===== src/rtl/ctl_seq_pkg.sv =====
package ctl_seq_pkg;
    localparam int STEP_W = 3;
    localparam int OPC_W  = 5;
    localparam int CTL_W  = 30;

    localparam int B_PC_OUT   = 0;
    localparam int B_MA_IN    = 1;
    localparam int B_INC4     = 2;
    localparam int B_C_IN     = 3;
    localparam int B_MEM_RD   = 4;
    localparam int B_C_OUT    = 5;
    localparam int B_PC_IN    = 6;
    localparam int B_MEM_WAIT = 7;
    localparam int B_MD_OUT   = 8;
    localparam int B_IR_IN    = 9;
    localparam int B_SEL_RA   = 10;
    localparam int B_SEL_RB   = 11;
    localparam int B_SEL_RC   = 12;
    localparam int B_REG_OUT  = 13;
    localparam int B_BASE_OUT = 14;
    localparam int B_REG_IN   = 15;
    localparam int B_A_IN     = 16;
    localparam int B_IMM2_OUT = 17;
    localparam int B_IMM1_OUT = 18;
    localparam int B_ALU_ADD  = 19;
    localparam int B_ALU_SHR  = 20;
    localparam int B_ALU_PASS = 21;
    localparam int B_CNT_LOAD = 22;
    localparam int B_CNT_DEC  = 23;
    localparam int B_COND_LD  = 24;
    localparam int B_MD_IN    = 25;
    localparam int B_MEM_WR   = 26;
    localparam int B_SEQ_END  = 27;
    localparam int B_CLR_PC   = 28;
    localparam int B_CLR_RST  = 29;

    localparam logic [OPC_W-1:0] OP_ST   = 5'd3;
    localparam logic [OPC_W-1:0] OP_BR   = 5'd8;
    localparam logic [OPC_W-1:0] OP_ADD  = 5'd12;
    localparam logic [OPC_W-1:0] OP_ADDI = 5'd13;
    localparam logic [OPC_W-1:0] OP_SHR  = 5'd26;

    typedef logic [STEP_W-1:0] step_t;

    typedef struct packed {
        step_t step;
        logic  rflag;
    } seq_state_t;
endpackage


===== src/rtl/ctl_seq_step.sv =====
module ctl_seq_step
    import ctl_seq_pkg::*;
(
    input  logic  clk,
    input  logic  rst,
    input  logic  soft_rst_i,
    input  logic  wait_i,
    input  logic  done_i,
    input  logic  end_i,
    input  logic  loop_i,
    output step_t step_q,
    output logic  rflag_q
);
    seq_state_t st_d, st_q;

    always_comb begin
        st_d       = st_q;
        st_d.rflag = soft_rst_i;
        if (st_q.rflag)
            st_d.step = '0;
        else if (wait_i && !done_i)
            st_d.step = st_q.step;
        else if (end_i)
            st_d.step = '0;
        else if (loop_i)
            st_d.step = st_q.step;
        else
            st_d.step = st_q.step + step_t'(1);
    end

    always_ff @(posedge clk) begin
        if (rst) st_q <= '0;
        else     st_q <= st_d;
    end

    assign step_q  = st_q.step;
    assign rflag_q = st_q.rflag;


    wait_stall_chk: assert property (@(posedge clk) disable iff (rst)
        (wait_i && !done_i && !rflag_q) |=> (step_q == $past(step_q)));


    end_return_chk: assert property (@(posedge clk) disable iff (rst)
        (end_i && !rflag_q && (!wait_i || done_i)) |=> (step_q == '0));


    soft_to_fetch_chk: assert property (@(posedge clk) disable iff (rst)
        rflag_q |=> (step_q == '0));
endmodule


===== src/rtl/ctl_seq_enc.sv =====
module ctl_seq_enc
    import ctl_seq_pkg::*;
(
    input  step_t            step_i,
    input  logic             rflag_i,
    input  logic [OPC_W-1:0] opcode_i,
    input  logic             n_zero_i,
    input  logic             cond_i,
    output logic [CTL_W-1:0] ctl_o,
    output logic             loop_o
);
    logic [CTL_W-1:0] c;

    always_comb begin
        c = '0;
        if (rflag_i) begin
            c[B_CLR_PC]  = 1'b1;
            c[B_CLR_RST] = 1'b1;
        end else begin
            case (step_i)
                3'd0: begin
                    c[B_PC_OUT] = 1'b1; c[B_MA_IN] = 1'b1; c[B_INC4] = 1'b1;
                    c[B_C_IN] = 1'b1;   c[B_MEM_RD] = 1'b1;
                end
                3'd1: begin
                    c[B_C_OUT] = 1'b1; c[B_PC_IN] = 1'b1; c[B_MEM_WAIT] = 1'b1;
                end
                3'd2: begin
                    c[B_MD_OUT] = 1'b1; c[B_IR_IN] = 1'b1;
                end
                default: begin
                    case (opcode_i)
                        OP_ADD, OP_ADDI: begin
                            case (step_i)
                                3'd3: begin
                                    c[B_SEL_RB] = 1'b1; c[B_REG_OUT] = 1'b1; c[B_A_IN] = 1'b1;
                                end
                                3'd4: begin
                                    if (opcode_i == OP_ADD) begin
                                        c[B_SEL_RC] = 1'b1; c[B_REG_OUT] = 1'b1;
                                    end else begin
                                        c[B_IMM2_OUT] = 1'b1;
                                    end
                                    c[B_ALU_ADD] = 1'b1; c[B_C_IN] = 1'b1;
                                end
                                3'd5: begin
                                    c[B_C_OUT] = 1'b1; c[B_SEL_RA] = 1'b1;
                                    c[B_REG_IN] = 1'b1; c[B_SEQ_END] = 1'b1;
                                end
                                default: c = '0;
                            endcase
                        end
                        OP_ST: begin
                            case (step_i)
                                3'd3: begin
                                    c[B_SEL_RB] = 1'b1; c[B_BASE_OUT] = 1'b1; c[B_A_IN] = 1'b1;
                                end
                                3'd4: begin
                                    c[B_IMM2_OUT] = 1'b1; c[B_ALU_ADD] = 1'b1; c[B_C_IN] = 1'b1;
                                end
                                3'd5: begin
                                    c[B_C_OUT] = 1'b1; c[B_MA_IN] = 1'b1;
                                end
                                3'd6: begin
                                    c[B_SEL_RA] = 1'b1; c[B_REG_OUT] = 1'b1;
                                    c[B_MD_IN] = 1'b1;  c[B_MEM_WR] = 1'b1;
                                end
                                default: begin
                                    c[B_MEM_WAIT] = 1'b1; c[B_SEQ_END] = 1'b1;
                                end
                            endcase
                        end
                        OP_SHR: begin
                            case (step_i)
                                3'd3: begin
                                    c[B_IMM1_OUT] = 1'b1; c[B_CNT_LOAD] = 1'b1;
                                end
                                3'd4: begin
                                    if (n_zero_i) begin
                                        c[B_SEL_RC] = 1'b1; c[B_REG_OUT] = 1'b1;
                                        c[B_CNT_LOAD] = 1'b1;
                                    end
                                end
                                3'd5: begin
                                    c[B_SEL_RB] = 1'b1; c[B_REG_OUT] = 1'b1;
                                    c[B_ALU_PASS] = 1'b1; c[B_C_IN] = 1'b1;
                                end
                                3'd6: begin
                                    if (!n_zero_i) begin
                                        c[B_C_OUT] = 1'b1; c[B_ALU_SHR] = 1'b1;
                                        c[B_C_IN] = 1'b1;  c[B_CNT_DEC] = 1'b1;
                                    end
                                end
                                default: begin
                                    c[B_C_OUT] = 1'b1; c[B_SEL_RA] = 1'b1;
                                    c[B_REG_IN] = 1'b1; c[B_SEQ_END] = 1'b1;
                                end
                            endcase
                        end
                        OP_BR: begin
                            case (step_i)
                                3'd3: begin
                                    c[B_SEL_RC] = 1'b1; c[B_REG_OUT] = 1'b1; c[B_COND_LD] = 1'b1;
                                end
                                3'd4: begin
                                    c[B_SEL_RB] = 1'b1; c[B_REG_OUT] = 1'b1;
                                    c[B_SEQ_END] = 1'b1; c[B_PC_IN] = cond_i;
                                end
                                default: c = '0;
                            endcase
                        end
                        default: c[B_SEQ_END] = (step_i == 3'd3);
                    endcase
                end
            endcase
        end
    end

    assign ctl_o  = c;
    assign loop_o = !rflag_i && (opcode_i == OP_SHR) && (step_i == 3'd6) && !n_zero_i;
endmodule


===== src/rtl/ctl_seq_top.sv =====
module ctl_seq_top
    import ctl_seq_pkg::*;
(
    input  logic             clk,
    input  logic             rst,
    input  logic             soft_rst_i,
    input  logic [4:0]       opcode_i,
    input  logic             mem_done_i,
    input  logic             n_zero_i,
    input  logic             cond_i,
    output logic [CTL_W-1:0] ctl_o
);
    step_t            step_q;
    logic             rflag_q;
    logic             loop_w;
    logic [CTL_W-1:0] enc_w;

    ctl_seq_step u_step (
        .clk        (clk),
        .rst        (rst),
        .soft_rst_i (soft_rst_i),
        .wait_i     (enc_w[B_MEM_WAIT]),
        .done_i     (mem_done_i),
        .end_i      (enc_w[B_SEQ_END]),
        .loop_i     (loop_w),
        .step_q     (step_q),
        .rflag_q    (rflag_q)
    );

    ctl_seq_enc u_enc (
        .step_i   (step_q),
        .rflag_i  (rflag_q),
        .opcode_i (opcode_i),
        .n_zero_i (n_zero_i),
        .cond_i   (cond_i),
        .ctl_o    (enc_w),
        .loop_o   (loop_w)
    );

    assign ctl_o = rst ? '0 : enc_w;


    soft_clear_chk: assert property (@(posedge clk) disable iff (rst)
        soft_rst_i |=> (ctl_o[B_CLR_PC] && ctl_o[B_CLR_RST] && ($countones(ctl_o) == 2)));


    sel_onehot_chk: assert property (@(posedge clk) disable iff (rst)
        $onehot0({ctl_o[B_SEL_RA], ctl_o[B_SEL_RB], ctl_o[B_SEL_RC]}));


    dec_nonzero_chk: assert property (@(posedge clk) disable iff (rst)
        ctl_o[B_CNT_DEC] |-> !n_zero_i);
endmodule


===== config.mk =====
export PLATFORM = sky130hd
export DESIGN_NAME = ctl_seq_top
export DESIGN_NICKNAME = d
export VERILOG_FILES = /design/src/rtl/ctl_seq_pkg.sv /design/src/rtl/ctl_seq_step.sv /design/src/rtl/ctl_seq_enc.sv /design/src/rtl/ctl_seq_top.sv
export SDC_FILE = /design/constraint.sdc
export NUM_CORES = 1
export LEC_CHECK = 0
export ABC_AREA = 1
export ABC_CLOCK_PERIOD_IN_PS = 1400
export BUFFER_PORTS_ARGS = -buffer_cell sky130_fd_sc_hd__clkbuf_2
export CORE_ASPECT_RATIO = 1.1
export CORE_MARGIN = 2
export CORE_UTILIZATION = 42
export CTS_CLUSTER_SIZE = 30
export DETAILED_ROUTE_END_ITERATION = 6
export HOLD_SLACK_MARGIN = 0.12
export PLACE_DENSITY = 0.75
export SYNTH_ARGS = -nofsm -noshare
export SYNTH_HDL_FRONTEND = slang
export SYNTH_SLANG_ARGS = --single-unit

===== constraint.sdc =====
create_clock -name clk -period 1.4 [get_ports clk]
set_input_delay 0.14 -clock clk [delete_from_list [all_inputs] [get_ports clk]]
set_output_delay 0.14 -clock clk [all_outputs]
set_load 0.03 [all_outputs]

==> results.txt, run 1 <==
----------------------------------------------------
[Synth]
  Mux contribution to synthesized area ... 0%
  Number of warnings issued by yosys ... 0
  Arithmetic-cell share of the synthesized area counting full adders, half adders and majority gates ... 6.80%
  FF+latch count, synth ... 4
  Post-synthesis compound-gate area fraction ... 12.8%
  Synthesized netlist cell count ... 160
  Summed instance area of the synthesized netlist ... 920 um^2
  Part of the Yosys area used for sequential elements ... 8.71%
  Main combinational cell family by area after synthesis ... simple AND/OR/NAND/NOR gates
  Synth Area in XOR/XNOR ... 0%
  Mean instance size in the synthesized netlist ... 5.75 um^2
  Syn nets ... 176
  Distinct cells, synth ... 28
  Simple-gate area share of the yosys netlist ... 50.3%

[Run status]
  Stage at which the run stopped ... 5_1_grt
  Outcome ... aborted with a tool error
  Error that halted the flow ... [ERROR DPL-0038] Utilization greater than 100%, impossible to legalize

[GRT]
  Maximum number of pins on one net before global-route repair ... 9

[Floorplan]
  Number of core rows ... 17
  Height of the die ... 53.1 um
  Overall die width ... 48.6 um
  Top Ports ... 41
  Starting density of the core ... 45.0%

[CTS]
  CTS Buffer Depth ... 2
  H-tree Lvls ... 1
  CTS Buf Count ... 3
  Clock sink count ... 4
  Clock root cell ... sky130_fd_sc_hd__clkbuf_4

[Placement]
  Cell area after placement ... 1550 um^2
  Port Buffer Count ... 40
  Estimated wirelength of the detail-placed design ... 2520 um
  Routability-driven placement congestion ratio ... 0.878

[Timing]
  Crit. endpoint post-GRT repair ... ctl_o[16]
  Worst End Pin Type ... top-level output

----------------------------------------------------
-- synth_stat cells (all sizes together) --
cell type | instances | area, um^2
nor4 | 3 | 18.8
o21ai | 3 | 18.8
nand3 | 9 | 60.1
or2 | 1 | 6.26
nand2 | 38 | 170
inv | 36 | 140
a221oi | 1 | 8.76
o211ai | 1 | 7.51
buf | 7 | 56.3
dfxtp | 4 | 80.1
nand4 | 2 | 12.5
ha | 5 | 62.6
nor2 | 32 | 175
a31oi | 1 | 6.26
nor3 | 4 | 20.0
a21oi | 13 | 76.3
-- kinds of logic after synthesis --
logic type | after synthesis
and+or+nand+nor | 89
buffers and inverters | 43
AOI/OAI and AO/OA | 19
adders and majority gates | 5
DFF | 4
-- through the flow --
stage / instances / TNS, ps / worst slack [ps] / utilization, %
detailed placement: 259 / -6700 / -351 / 75.9
floorplan: 160 / -4630 / -330 / -
global placement: 259 / -5410 / -289 / 75.9
CTS: 267 / -11750 / -513 / 93.1
-- repair_timing --
action | in CTS
hold buffers | 1
pin swaps | 11
gates resized for setup | 77
endpoints found under the hold margin | 1
buffers inserted | 4
setup endpoints to repair | 31
==> inputs of run 2 (changes only) <==
- ABC_CLOCK_PERIOD_IN_PS: 1400 -> 1800
- CORE_AREA: not set -> 2 2 63 65
- CORE_ASPECT_RATIO: 1.1 -> not set
- CORE_MARGIN: 2 -> not set
- CORE_UTILIZATION: 42 -> not set
- CTS_CLUSTER_SIZE: 30 -> not set
- DIE_AREA: not set -> 0 0 65 67
- HOLD_SLACK_MARGIN: 0.12 -> not set
- PLACE_DENSITY: 0.75 -> not set
- PLACE_DENSITY_LB_ADDON: not set -> 0.15
- clock period: 1.4 -> 1.8 ns (I/O delays scaled with it)
==> run 2 against run 1 <==
- synthesized area stayed put
- synthesized cell count did not move
- the flow now finishes, with violations (negative setup slack)
==> results.txt, run 2 <==
----------------------------------------------------
[Run status]
  Outcome ... finished, violations left
  Violated checks ... negative setup slack

[Worst hold path]
  Hold Crit Class ... input port to flip-flop
  Start point of the worst min-delay path ... soft_rst_i

[Timing]
  Number of max-slew violations in the final report ... 0
  Unrepaired setup endpoints after global routing ... yes
  Setup ws final ... -174 ps
  Transition time of the tightest slew-check pin ... 385 ps
  Final-layout setup total negative slack ... -2250 ps
  WHS ... 155 ps
  Peak clock frequency supported by timing ... 507 MHz
  Max transition margin ... 74.3%
  Crit path time final ... 1970 ps
  Final count of hold timing violations ... 0
  Post-route fraction of the period consumed by the critical path ... 110%
  Setup-violating endpoint count in the final report ... 21
  Skew final ... 2.20 ps

[Floorplan]
  Number of core rows ... 22 (+5)
  Height of the die ... 67 um (+26%)
  Top Ports ... 41 (unchanged)
  Die ar. ... 4360 um^2
  Core area ... 3610 um^2
  Starting density of the core ... 25.5% (-20 points)
  Overall die width ... 65 um (+34%)

[GRT]
  Vias in the first global route ... 1190
  First-pass GRT wire length ... 5150 um
  Total global routing track utilization ... 15.1%
  Maximum number of pins on one net before global-route repair ... 9
  Number of antenna violations at the first check in global routing ... 0
  Grt ovf ... 0

[CTS]
  H-tree Lvls ... 1 (unchanged)
  Number of hold buffers added after cts ... 0 (-1)
  Register clock-pin slew on the reported worst setup and hold paths ... 30 ps
  Clock root cell ... sky130_fd_sc_hd__clkbuf_8
  Clock sink count ... 4 (unchanged)
  Latest clock arrival within the worst-skew pair ... 220 ps
  CTS Buf Count ... 3 (unchanged)
  TritonCTS clock tree ... yes
  CTS Buffer Depth ... 2 (unchanged)

[Drt]
  Mean routed wirelength per cell ... 11.0 um
  Vias per cell ... 4.25
  Total length of routed wires ... 3050 um
  Overall via count from detail_route ... 1182
  Count of TritonRoute iterations in the first routing pass ... 4
  Residual DRC count ... 0
  ANT nets after route ... 0
  Initial drt markers ... 31

[Cells and area]
  Antenna fix cells ... 0
  Utilization after layout ... 49.2%
  Synth-to-layout area growth ... 92.8%
  Final instance area ... 1770 um^2
  Number of flip-flops in the largest register ... 3
  Number of standard cells in the final layout excluding fillers ... 278
  Most common cell after layout, fill and taps aside ... sky130_fd_sc_hd__buf_4
  Final Net Count ... 248
  Commonest cells after routing, fill and taps aside ... sky130_fd_sc_hd__buf_4 (40), sky130_fd_sc_hd__nand2_1 (30), sky130_fd_sc_hd__inv_1 (18)
  Proportion of layout cells with a drive suffix above 1 ... 63.5%
  Count of fill cells added during filler insertion ... 390

[Worst setup path]
  Startpoint of the worst-slack reg-to-reg timing path ... u_step.step_q[1]$_SDFFE_PP0P_
  Reg2reg path depth ... 13
  Worst setup slack for register-to-register paths ... 80 ps
  Startpoint-to-endpoint class of the critical path ... flip-flop to output port
  End of the worst register-to-register path ... u_step.step_q[1]$_SDFFE_PP0P_
  CP Capture Type ... output port
  Critical path startpoint ... u_step.step_q[1]$_SDFFE_PP0P_
  Worst Setup EP ... ctl_o[13]
  Maximum fanout along the worst path ... 6
  Required @ worst endpoint ... 1620 ps
  Worst EP arrival ... 1790 ps
  Nature of the critical path startpoint ... flip-flop

[Synth]
  Synthesized netlist cell count ... 160 (unchanged)
  Top area cells in the synthesized netlist ... sky130_fd_sc_hd__nand2_1 (13%), sky130_fd_sc_hd__inv_1 (11%), sky130_fd_sc_hd__nor2_1 (10%)
  Most frequent cell after synthesis ... sky130_fd_sc_hd__nand2_1
  Leading post-synthesis cells by instance count ... sky130_fd_sc_hd__nand2_1 (31), sky130_fd_sc_hd__inv_1 (28), sky130_fd_sc_hd__nor2_1 (25)
  Number of warnings issued by yosys ... 0 (unchanged)
  Summed instance area of the synthesized netlist ... 920 um^2 (unchanged)
  EDFF count, synth ... 0 (unchanged)
  Distinct cells, synth ... 28 (unchanged)
  Portion of synthesized cell area occupied by the leading cell type ... 12.7% (unchanged)
  Fraction of registers with async set/reset ... 0% (unchanged)
  Mean instance size in the synthesized netlist ... 5.75 um^2 (unchanged)
  Syn nets ... 176 (unchanged)
  FF+latch count, synth ... 4 (unchanged)
  Most used DFF post-synth ... sky130_fd_sc_hd__dfxtp_1
  Part of the Yosys area used for sequential elements ... 8.71% (unchanged)
  Cell type with the highest aggregate area in the netlist ... sky130_fd_sc_hd__nand2_1

[Placement]
  Placed instance count ... 262 (+1.2%)
  Port Buffer Count ... 40 (unchanged)
  Routability-driven placement congestion ratio ... 0.785 (-11%)
  Estimated wirelength of the detail-placed design ... 2420 um (-4.0%)
  Cell area after placement ... 1320 um^2 (-15%)

[Power and ir drop]
  Peak supply drop ... 0.510 mV
  Pwr per Cell Area ... 852 nW/um^2
  Leak pwr ... 0.936 nW

[Job]
  Number of violations of the max-capacitance limit ... 0

----------------------------------------------------
run 2: cell counts after synthesis:
Identical to the previous run, type by type.
run 2: cells by family (layout without fill, tap and decap cells):
kind of cell	after synthesis	count (layout)	share of synthesized area, %
AO/OA/AOI/OAI	19	19	12.8
adder cells (fa/ha/maj)	5	5	6.80
buffers and inverters	43	113	21.4
flip-flops	4	4	8.71
AND/OR/NAND/NOR	89	89	50.3
run 2: area by class of cell:
type | instances | area (um^2) | area share (%)
Multi-Input combinational cell | 113 | 812 | 45.8
Clock buffer | 3 | 41.3 | 2.33
Sequential cell | 4 | 83.8 | 4.73
Inverter | 36 | 148 | 8.33
Timing Repair Buffer | 74 | 628 | 35.4
Tap cell | 48 | 60.1 | 3.39
run 2: worst min path at each step:
stage,slack (ps),end,depth (start not counted)
after floorplan,250,u_step.rflag_q$_SDFF_PP0_,1
after global placement,390,u_step.rflag_q$_SDFF_PP0_,3
after detailed placement,380,u_step.rflag_q$_SDFF_PP0_,3
after CTS,150,u_step.rflag_q$_SDFF_PP0_,3
after global routing,170,u_step.rflag_q$_SDFF_PP0_,3
final,160,u_step.rflag_q$_SDFF_PP0_,3
run 2: routing by layer:
metal  wire, um  vias to the layer above  GRT usage (%)
met5          0                        -              0
met4         19                        0           4.79
met3        129                        2          0.845
met2       1550                       32           28.2
met1       1340                      519           18.2
li1           -                      629              -
run 2: power breakdown:
group	switching [mW]	internal (mW)	total, mW
logic	0.643	0.553	1.20
registers	0.0186	0.110	0.128
clock network	0.0448	0.142	0.187
total	0.706	0.805	1.51
run 2: stage by stage:
stage / setup WS (ps) / total power [mW]
global route: -253 / 1.64
floorplan: -306 / 0.695
CTS: -142 / 1.32
global placement: 24.9 / 0.954
detailed placement: -17.6 / 0.950
finish: -174 / 1.51
run 2: critical path, stage by stage, from the launching register on:
cell and delay (ps):
sky130_fd_sc_hd__dfxtp_2 320, sky130_fd_sc_hd__buf_4 130, sky130_fd_sc_hd__ha_2 190, sky130_fd_sc_hd__nand2_4 90
sky130_fd_sc_hd__nand2_4 70, sky130_fd_sc_hd__nor2_8 130, sky130_fd_sc_hd__inv_6 50, sky130_fd_sc_hd__nor2_4 180
sky130_fd_sc_hd__nand2_2 80, sky130_fd_sc_hd__a31oi_2 150, sky130_fd_sc_hd__clkbuf_8 180
run 2: timing repair:
action | 4_1_cts | 5_1_grt
setup buffers | 6 | 7
hold endpoints to repair | 0 | 0
endpoints found under the setup margin | 23 | 26
resized for setup | 53 | 57
pin swaps | 8 | 10
Note: power is estimated with default switching activity, not from simulation.
